<file path="config.mk">
export PLATFORM = sky130hd
export DESIGN_NAME = trap_arbiter
export DESIGN_NICKNAME = d
export VERILOG_FILES = /design/src/rtl/trap_pkg.sv /design/src/rtl/trap_flags.sv /design/src/rtl/trap_pick.sv /design/src/rtl/lvl_stack.sv /design/src/rtl/vec_calc.sv /design/src/rtl/trap_arbiter.sv
export SDC_FILE = /design/constraint.sdc
export NUM_CORES = 1
export LEC_CHECK = 0
export ABC_AREA = 1
export ABC_CLOCK_PERIOD_IN_PS = 4400
export BUFFER_PORTS_ARGS = -buffer_cell sky130_fd_sc_hd__buf_4
export CORE_MARGIN = 10
export CORE_UTILIZATION = 45
export CTS_BUF_LIST = sky130_fd_sc_hd__clkbuf_16
export DETAILED_ROUTE_END_ITERATION = 12
export PLACE_DENSITY = 0.67
export SKIP_CTS_REPAIR_TIMING = 1
export SLEW_MARGIN = 40
export SYNTH_ARGS = -nofsm -noshare
export SYNTH_HDL_FRONTEND = slang
export SYNTH_HIERARCHICAL = 1
export SYNTH_SLANG_ARGS = --single-unit
</file>
<file path="constraint.sdc">
create_clock -name clk -period 4.4 [get_ports clk]
set_clock_uncertainty 0.1 [all_clocks]
set_input_delay 0.44 -clock clk [delete_from_list [all_inputs] [get_ports clk]]
set_output_delay 0.44 -clock clk [all_outputs]
set_load 0.01 [all_outputs]
</file>
<file path="src/rtl/trap_pkg.sv">
package trap_pkg;
  localparam int N_A    = 4;
  localparam int N_B    = 5;
  localparam int N_COND = 1 + N_A + N_B;
  localparam int NUM_W  = 7;
  localparam int LVL_W  = 2;

  typedef logic [LVL_W-1:0] lvl_t;

  localparam lvl_t LV_IDLE = 2'd0;
  localparam lvl_t LV_B    = 2'd1;
  localparam lvl_t LV_A    = 2'd2;
  localparam lvl_t LV_RST  = 2'd3;

  localparam logic [NUM_W-1:0] NUM_RESET = 7'h00;
  localparam logic [NUM_W-1:0] NUM_CLS_B = 7'h0A;
endpackage

</file>
<file path="src/rtl/trap_flags.sv">
module trap_flags #(
  parameter int NC = 10
) (
  input  logic          clk,
  input  logic          rst,
  input  logic [NC-1:0] set_i,
  input  logic          clr_we_i,
  input  logic [NC-1:0] clr_mask_i,
  input  logic [NC-1:0] take_clr_i,
  output logic [NC-1:0] flags_o,
  output logic [NC-1:0] pend_o
);
  logic [NC-1:0] flags_q, pend_q;

  always_ff @(posedge clk) begin
    if (rst) begin
      flags_q <= '0;
      pend_q  <= '0;
    end else begin
      flags_q <= (clr_we_i ? (flags_q & ~clr_mask_i) : flags_q) | set_i;
      pend_q  <= (pend_q | set_i) & ~take_clr_i;
    end
  end

  assign flags_o = flags_q;
  assign pend_o  = pend_q;
endmodule

</file>
<file path="src/rtl/trap_pick.sv">
module trap_pick
  import trap_pkg::*;
#(
  parameter int NA = 4,
  parameter int NB = 5
) (
  input  logic [NA+NB:0]   eff_i,
  output logic             hit_o,
  output lvl_t             lvl_o,
  output logic [NUM_W-1:0] num_o,
  output logic [NA+NB:0]   clr_o
);
  localparam int NC   = 1 + NA + NB;
  localparam int A_LO = 1;
  localparam int B_LO = 1 + NA;

  logic             a_hit, b_hit;
  logic [NA-1:0]    a_oh;
  logic [NUM_W-1:0] a_num;

  // lowest class-A index wins
  always_comb begin
    a_hit = 1'b0;
    a_oh  = '0;
    a_num = '0;
    for (int i = 0; i < NA; i++) begin
      if (eff_i[A_LO+i] && !a_hit) begin
        a_hit   = 1'b1;
        a_oh[i] = 1'b1;
        a_num   = NUM_W'(2 * (i + 1));
      end
    end
  end

  assign b_hit = |eff_i[B_LO +: NB];

  always_comb begin
    hit_o = 1'b0;
    lvl_o = LV_IDLE;
    num_o = '0;
    clr_o = '0;
    if (eff_i[0]) begin
      hit_o    = 1'b1;
      lvl_o    = LV_RST;
      num_o    = NUM_RESET;
      clr_o[0] = 1'b1;
    end else if (a_hit) begin
      hit_o            = 1'b1;
      lvl_o            = LV_A;
      num_o            = a_num;
      clr_o[A_LO +: NA] = a_oh;
    end else if (b_hit) begin
      hit_o            = 1'b1;
      lvl_o            = LV_B;
      num_o            = NUM_CLS_B;
      clr_o[B_LO +: NB] = {NB{1'b1}};
    end
  end

  logic unused_nc;
  assign unused_nc = (NC == 0);
endmodule

</file>
<file path="src/rtl/lvl_stack.sv">
module lvl_stack #(
  parameter int DEPTH = 3,
  parameter int W     = 2
) (
  input  logic         clk,
  input  logic         rst,
  input  logic         push_i,
  input  logic         pop_i,
  input  logic [W-1:0] din_i,
  output logic [W-1:0] top_o,
  output logic         empty_o
);
  localparam int SPW = $clog2(DEPTH + 1);
  localparam int IW  = (DEPTH > 1) ? $clog2(DEPTH) : 1;

  logic [W-1:0]   mem [DEPTH];
  logic [SPW-1:0] sp;
  logic [SPW-1:0] sp_m1;
  logic           full;

  assign full    = (sp == SPW'(DEPTH));
  assign empty_o = (sp == '0);
  assign sp_m1   = sp - 1'b1;

  always_ff @(posedge clk) begin
    if (rst) sp <= '0;
    else if (push_i && !full) sp <= sp + 1'b1;
    else if (pop_i && !empty_o) sp <= sp_m1;
  end

  always_ff @(posedge clk) begin
    if (push_i && !full) mem[sp[IW-1:0]] <= din_i;
  end

  assign top_o = mem[sp_m1[IW-1:0]];
endmodule

</file>
<file path="src/rtl/vec_calc.sv">
module vec_calc #(
  parameter int NUM_W = 7,
  parameter int OFF_W = 16,
  parameter int UNIT_SH = 2
) (
  input  logic [NUM_W-1:0] num_i,
  input  logic [1:0]       spc_i,
  output logic [OFF_W-1:0] off_o
);
  logic [OFF_W-1:0] n, m;

  assign n = OFF_W'(num_i);

  // num * (spc+1) with shifts and one add
  always_comb begin
    case (spc_i)
      2'd0:    m = n;
      2'd1:    m = n << 1;
      2'd2:    m = n + (n << 1);
      default: m = n << 2;
    endcase
  end

  assign off_o = m << UNIT_SH;
endmodule

</file>
<file path="src/rtl/trap_arbiter.sv">
module trap_arbiter
  import trap_pkg::*;
#(
  parameter int SEG_W     = 8,
  parameter int OFF_W     = 16,
  parameter int STK_DEPTH = 3
) (
  input  logic                   clk,
  input  logic                   rst,
  input  logic [N_COND-1:0]      cond_i,
  input  logic                   clr_we_i,
  input  logic [N_COND-1:0]      clr_mask_i,
  input  logic                   swt_req_i,
  input  logic [NUM_W-1:0]       swt_num_i,
  input  logic                   ret_i,
  input  logic [SEG_W-1:0]       seg_i,
  input  logic [1:0]             spc_i,
  output logic                   take_o,
  output logic [NUM_W-1:0]       num_o,
  output logic [SEG_W+OFF_W-1:0] vec_o,
  output logic [LVL_W-1:0]       lvl_o,
  output logic [N_COND-1:0]      flags_o
);
  localparam int AW = SEG_W + OFF_W;

  logic [N_COND-1:0] pend, eff, pick_clr, take_clr;
  logic              pick_hit, hw_go, sw_go, pop, stk_empty;
  lvl_t              pick_lvl, cur_lvl, stk_top;
  logic [NUM_W-1:0]  pick_num, sel_num;
  logic [OFF_W-1:0]  off;

  logic              take_q;
  logic [NUM_W-1:0]  num_q;
  logic [AW-1:0]     vec_q;

  assign eff = pend | cond_i;

  trap_flags #(.NC(N_COND)) u_flags (
    .clk(clk), .rst(rst), .set_i(cond_i), .clr_we_i(clr_we_i),
    .clr_mask_i(clr_mask_i), .take_clr_i(take_clr),
    .flags_o(flags_o), .pend_o(pend)
  );

  trap_pick #(.NA(N_A), .NB(N_B)) u_pick (
    .eff_i(eff), .hit_o(pick_hit), .lvl_o(pick_lvl),
    .num_o(pick_num), .clr_o(pick_clr)
  );

  assign hw_go    = !ret_i && pick_hit && (pick_lvl > cur_lvl);
  assign sw_go    = !ret_i && !hw_go && swt_req_i;
  assign pop      = ret_i && !stk_empty;
  assign take_clr = hw_go ? pick_clr : '0;
  assign sel_num  = hw_go ? pick_num : swt_num_i;

  lvl_stack #(.DEPTH(STK_DEPTH), .W(LVL_W)) u_stk (
    .clk(clk), .rst(rst), .push_i(hw_go), .pop_i(pop),
    .din_i(cur_lvl), .top_o(stk_top), .empty_o(stk_empty)
  );

  vec_calc #(.NUM_W(NUM_W), .OFF_W(OFF_W), .UNIT_SH(2)) u_vec (
    .num_i(sel_num), .spc_i(spc_i), .off_o(off)
  );

  always_ff @(posedge clk) begin
    if (rst) begin
      cur_lvl <= LV_IDLE;
      take_q  <= 1'b0;
      num_q   <= '0;
      vec_q   <= '0;
    end else begin
      if (hw_go)    cur_lvl <= pick_lvl;
      else if (pop) cur_lvl <= stk_top;
      take_q <= hw_go || sw_go;
      if (hw_go || sw_go) begin
        num_q <= sel_num;
        vec_q <= {seg_i, off};
      end
    end
  end

  assign take_o = take_q;
  assign num_o  = num_q;
  assign vec_o  = vec_q;
  assign lvl_o  = cur_lvl;
endmodule

</file>
Word-level counts from Yosys, hierarchy flattened
Memories as Yosys holds them, arrays and structs flattened.
Index checks and enable logic that the tools add are counted.
Storage, ports and cells
  register bits after elaboration: 54
  RAM bits: 6
  word-level logic and storage cells: 79
  memories: 1
Memory list
  u_stk.mem: depth 3, width 2, rd ports 1, clocked after memory_dff 0, wr ports 1, RTL line lvl_stack.sv:16  | logic [W-1:0] mem [DEPTH];
Cells by class
  $add $sub $neg: 3
  order comparisons: 1
  equality and inequality tests: 3
  mux-type cells: 35
  bitwise operators: 6
  reduce and logical (&&, ||, !) cells: 23
Operators with widths (number)
  $pmux 14 s3: 1
  $mux 7: 3
  $and 10x10->10: 2
  $mux 10: 2
  $not 10->10: 2
  $or 10x10->10: 2
  $mux 1: 14
  $mux 2: 7
  $mux 4: 3
  $logic_and 1x1->1: 10
  $mux 5: 2
  $add 7x8->9: 1
  $mux 9: 1
  $logic_not 1->1: 7
  $mux 3: 2
  $reduce_or 5->1: 1
  $eq 2x2->1 const B: 2
  $logic_not 2->1: 2
  $reduce_bool 2->1: 2
  $add 2x1->2 const B: 1
  $eq 2x1->1 const B: 1
  $gt 2x2->1: 1
  $sub 2x1->2 const B: 1
  $logic_or 1x1->1: 1

Longest topological paths before layout
  word-level depth: 19
  depth in mapped cells: 28
  gate-level depth less buffers: 27

Modules after synthesis
The synthesis kept the hierarchy.
By module, submodules not included
  trap_arbiter: times used 1, cells each 259, area an instance 1790.5 µm², seq. area each 680.7 µm²
  trap_flags: times used 1, cells each 83, area an instance 681.9 µm², seq. area each 400.4 µm²
  vec_calc: times used 1, cells each 93, area an instance 538.0 µm², seq. area each 0.0 µm²
  lvl_stack: times used 1, cells each 45, area an instance 419.2 µm², seq. area each 220.2 µm²
  trap_pick: times used 1, cells each 39, area an instance 227.7 µm², seq. area each 0.0 µm²

Least setup slack after synthesis
No wires, ideal clock.
  path kind: input -> register
  start point: input cond_i[2]
  end point: register vec_q[9] (netlist: vec_o[9])
  setup time: 0.112 ns
  arrival time: 3.252 ns
  slack: 0.936 ns
  stages on the path: 27
  buffers on the path: 1
  cell sequence: or2_2 > nor2_4 > nand3_4 > inv_1 > nand2_1 > nand2_1 > inv_1 > ha_1 > nand2_1 > inv_1 > nor2_2 > buf_6 > nand3_1 > nand2_1 > ha_1 > inv_1 > fa_1 > inv_1 > nand3_1 > nand2_1 > nand3_2 > nand2_1 > nand2_1 > nand3_1 > nand2_1 > nor2_2 > nor2_1
On the way
  elaborated cells on any way between the ends: 28
  classes of those cells: add/sub: 1; order compare: 1; mux: 14; bitwise: 1; reduce/logical: 11
RTL lines
  start: declaration: RTL line trap_arbiter.sv:10  | input logic [N_COND-1:0] cond_i,
  $or 10x10->10 (*): RTL line trap_arbiter.sv:36  | assign eff = pend | cond_i;
  $logic_and 1x1->1 (*): RTL line trap_pick.sv:27  | if (eff_i[A_LO+i] && !a_hit) begin
  $mux 1 (*): RTL line trap_pick.sv:27
  $logic_not 1->1: RTL line trap_pick.sv:27
  $logic_and 1x1->1: RTL line trap_pick.sv:27
  $mux 1 (*): RTL line trap_pick.sv:27
  $logic_not 1->1: RTL line trap_pick.sv:27
  $logic_and 1x1->1: RTL line trap_pick.sv:27
  [3 not listed]
  via pick_lvl[0]: RTL line trap_arbiter.sv:28  | lvl_t pick_lvl, cur_lvl, stk_top;
  $gt 2x2->1 (*): RTL line trap_arbiter.sv:49  | assign hw_go = !ret_i && pick_hit && (pick_lvl > cur_lvl);
  $logic_and 1x1->1 (*): RTL line trap_arbiter.sv:49
  $mux 7 (*): RTL line trap_arbiter.sv:53  | assign sel_num = hw_go ? pick_num : swt_num_i;
  via sel_num[1]: RTL line trap_arbiter.sv:29  | logic [NUM_W-1:0] pick_num, sel_num;
  $add 7x8->9 (*): RTL line vec_calc.sv:19  | 2'd2: m = n + (n << 1);
  $pmux 14 s3 (*): RTL line vec_calc.sv:16  | case (spc_i)
  via off[9]: RTL line trap_arbiter.sv:30  | logic [OFF_W-1:0] off;
  end signal: assignment: RTL line trap_arbiter.sv:76  | vec_q <= {seg_i, off};
  end: declaration: RTL line trap_arbiter.sv:34  | logic [AW-1:0] vec_q;
Mark *: on every way through the listed nets, which the timed path passes. The rest lies on a longest branch.
A chain may end at the register's enable or synchronous reset.

Worst setup path after layout
  start point: register u_flags.pend_q[2] (netlist: u_flags/pend_o[2])
  end point: register vec_q[9] (netlist: vec_o[9])
On the way
  elaborated cells on any way between the ends: 28
  classes of those cells: add/sub: 1; order compare: 1; mux: 14; bitwise: 1; reduce/logical: 11
RTL lines
  start: declaration: RTL line trap_flags.sv:13  | logic [NC-1:0] flags_q, pend_q;
  start signal: assignment: RTL line trap_flags.sv:21  | pend_q <= (pend_q | set_i) & ~take_clr_i;
  $or 10x10->10 (*): RTL line trap_arbiter.sv:36
  via eff[2]: RTL line trap_arbiter.sv:26  | logic [N_COND-1:0] pend, eff, pick_clr, take_clr;
  $logic_and 1x1->1 (*): RTL line trap_pick.sv:27
  $mux 1 (*): RTL line trap_pick.sv:27
  $logic_not 1->1: RTL line trap_pick.sv:27
  $logic_and 1x1->1: RTL line trap_pick.sv:27
  $mux 1 (*): RTL line trap_pick.sv:27
  $logic_not 1->1: RTL line trap_pick.sv:27
  [4 not listed]
  via pick_lvl[0]: RTL line trap_arbiter.sv:28
  $gt 2x2->1 (*): RTL line trap_arbiter.sv:49
  $logic_and 1x1->1 (*): RTL line trap_arbiter.sv:49
  $mux 7 (*): RTL line trap_arbiter.sv:53
  via sel_num[1]: RTL line trap_arbiter.sv:29
  $add 7x8->9 (*): RTL line vec_calc.sv:19
  $pmux 14 s3 (*): RTL line vec_calc.sv:16
  via off[9]: RTL line trap_arbiter.sv:30
Marks and branches as above.

==> metrics.md <==
| Metric | Value |
|---|---|
| Crit path max-delay family | `simple AND/OR/NAND/NOR gates` |
| WHS | `0.235 ns` |
| Synth top cells by count | `nand2_1, nor2_1, inv_1` |
| Final nets | `648` |
| Flops & latches, synth | `62` |
| Port Buffer Count | `85` |
| Status | `finished clean` |
| CP max stage delay | `0.38 ns` |
| Die width | `110 um` |
| Hpwl dp | `6.74 mm` |
| H-Tree Depth | `3` |
| DIE HEIGHT | `110 um` |
| Final hold vios | `0` |
| Peak supply drop | `0.208 mV` |
| Initial core utilization | `46.8%` |
| Core footprint | `7810 sq um` |
| CP most frequent cell | `nand2_1` |
| Hold crit path type | `in2reg` |
| Average routed wire per standard cell | `13.2 um` |
| Final Slew Violations | `0` |
| Synth Flop Type | `dfxtp_1` |
| Asr flop ratio synth | `0%` |
| Row cnt | `32` |
| Syn Inst Count | `519` |
| Maximum buffer depth of the clock tree | `2` |
| Setup TNS | `0 ns` |
| Slew at the pin with the worst max-slew slack | `0.531 ns` |
| Final wirelength | `9.21 mm` |
| Layout cells sized above 1 | `24.3%` |
| RSZ-0062 raised after global routing | `false` |
| Number of buffers created by CTS | `9` |
| Ant. Diodes | `0` |
| Critical path required time | `4.52 ns` |
| DR iter-0 viols | `144` |
| Synthesis Warnings | `6` |
| Clk sink count | `62` |
| Vias in the first global route | `3214` |
| Vias/cell | `4.75` |
| Buf/Inv on CP | `5` |
| Max-cap violation count | `0` |
| Grt ovf | `0` |
| CP endpoint kind | `register` |
| Slowest cell on crit path | `nor2_2` |
| Detail Route Antenna Nets | `0` |
| Register area share after synthesis | `35.6%` |
| Power per cell area | `454 nW/um^2` |
| RePlAce Congestion | `0.925` |
| Crit path launch type | `register` |
| Fin crit period | `3.92 ns` |
| Hold path cells | `3` |
| Post-synthesis instance area | `3660 sq um` |
| Largest net degree at the start of global routing | `47` |
| Post-synth top area share | `30.7%` |
| DRC Markers | `0` |
| Reg2Reg Depth | `26` |
| Syn_area_per_cell | `7.05 sq um` |
| Critical-path maximum fanout | `11` |
| Area Overhead vs Synth | `23.6%` |
| Crit. path cell count | `26` |
| Clock transition at the registers of the reported paths | `0.05 ns` |
| GRT Util Overall | `15.4%` |
| Tcrit/Tclk final | `89.0%` |
| Arrival @ worst endpoint | `4.04 ns` |
| Max Freq | `255 MHz` |
| First-pass GRT wire length | `15.0 mm` |
| Vias | `3323` |
| Boundary Pins | `86` |
| Post-synth EDFFs | `6` |
| Cell variety after synth | `37` |
| Kind of critical path | `reg2reg` |
| Synth area leaders | `dfxtp_1, nand2_1, nor2_1, nand3b_1, inv_1` |
| Pleak | `2.31 nW` |
| Die area | `12100 sq um` |
| Root Driver | `clkbuf_16` |
| Setup Viol. Count Final | `0` |
| First-pass detailed-route iteration total | `4` |
| Initial antenna violation count | `0` |
| Most frequent cell after synthesis | `nand2_1` |
| Clock Latency Late Sink | `0.33 ns` |
| Yosys top cell by area | `dfxtp_1` |
| CTS tree | `yes` |
| Worst slew margin | `64.5%` |
## path summary, 6_finish.rpt
check | end | startpoint | slack [ns]
worst max-delay path | vec_o[9] | u_flags/pend_o[2] | 0.48
worst min-delay path | vec_o[16] | seg_i[0] | 0.23
worst max register to register | vec_o[9] | u_flags/pend_o[2] | 0.48
worst min register to register | u_flags/flags_o[9] | u_flags/flags_o[9] | 0.36
## stage by stage
stage	util (%)	setup WS [ns]	std cells	instance area, sq um	total power, mW
6_report	57.9	0.482	699	4520	2.05
2_1_floorplan	-	0.936	528	3690	1.17
5_1_grt	57.9	0.0807	699	4520	2.19
4_1_cts	57.9	0.545	699	4520	2.07
3_3_place_gp	53.8	0.525	682	4200	1.34
3_5_place_dp	54.2	0.304	683	4230	1.37
## sequential cells by signal, indices dropped and copies added, names as in the netlist
| register | count |
|---|---|
| num_o | 7 |
| u_stk/mem | 6 |
| u_flags/pend_o | 10 |
| lvl_o | 2 |
| u_flags/flags_o | 10 |
| take_o | 1 |
| u_stk/sp | 2 |
| vec_o | 24 |
## power breakdown
| part | leakage (nW) | internal [mW] | switching, mW |
|---|---|---|---|
| combinational | 1.64 | 0.274 | 0.392 |
| sequential | 0.523 | 0.654 | 0.0433 |
| clock | 0.141 | 0.433 | 0.257 |
| total | 2.31 | 1.36 | 0.692 |
## cells in the final DEF (no fill, tap or decap), types with 2 or more instances in the layout
master      netlist  routed
nand2_1         112     112
nor2_1           97      97
buf_4            16      87
inv_1            57      56
dfxtp_1          56      56
nand3b_1         34      34
nand3_1          21      21
a21oi_1          20      20
ha_1             13      13
nor3_1           11      11
conb_1            2      11
or2_2            10      10
clkbuf_16         0       9
inv_2             7       8
nand2_2           6       6
edfxtp_1          6       6
nor2_2            4       4
clkinv_2          0       4
o21ai_0           4       4
nand3_2           4       4
nor2_4            3       3
clkinvlp_4        0       2
a21oi_2           2       2
nand4_1           2       2
o21ai_1           2       2
o2111ai_1         2       2
## tightest hold or removal path: stages
cell	delay (ns)
buf_4	0.08
nor2_1	0.03
nor2_1	0.08
## area by class of cell
type	count	area (sq um)
fill	750	3290
multi-input combinational	366	1880
sequential	62	1300
timing repair buffer	88	681
inverter	65	244
clock buffer	9	225
tap	102	128
clock inverter	7	65.1
## routing by layer
layer | share of wire [%] | GRT usage (%) | vias up
li1 | - | - | 1736
met1 | 43 | 18.9 | 1480
met5 | 0 | 0 | -
met2 | 48 | 24.5 | 98
met3 | 7.7 | 4.93 | 9
met4 | 1.3 | 6.06 | 0
## cell families (layout without fill, tap and decap cells)
logic type	Yosys count	after routing	synth area share, %
other cells	2	11	0.205
fa+ha+maj	14	14	4.99
compound gates	34	34	5.68
flops	62	62	35.6
buf+inv	100	169	14.0
simple gates	307	307	39.5
Note: power is estimated with default switching activity, not from simulation.
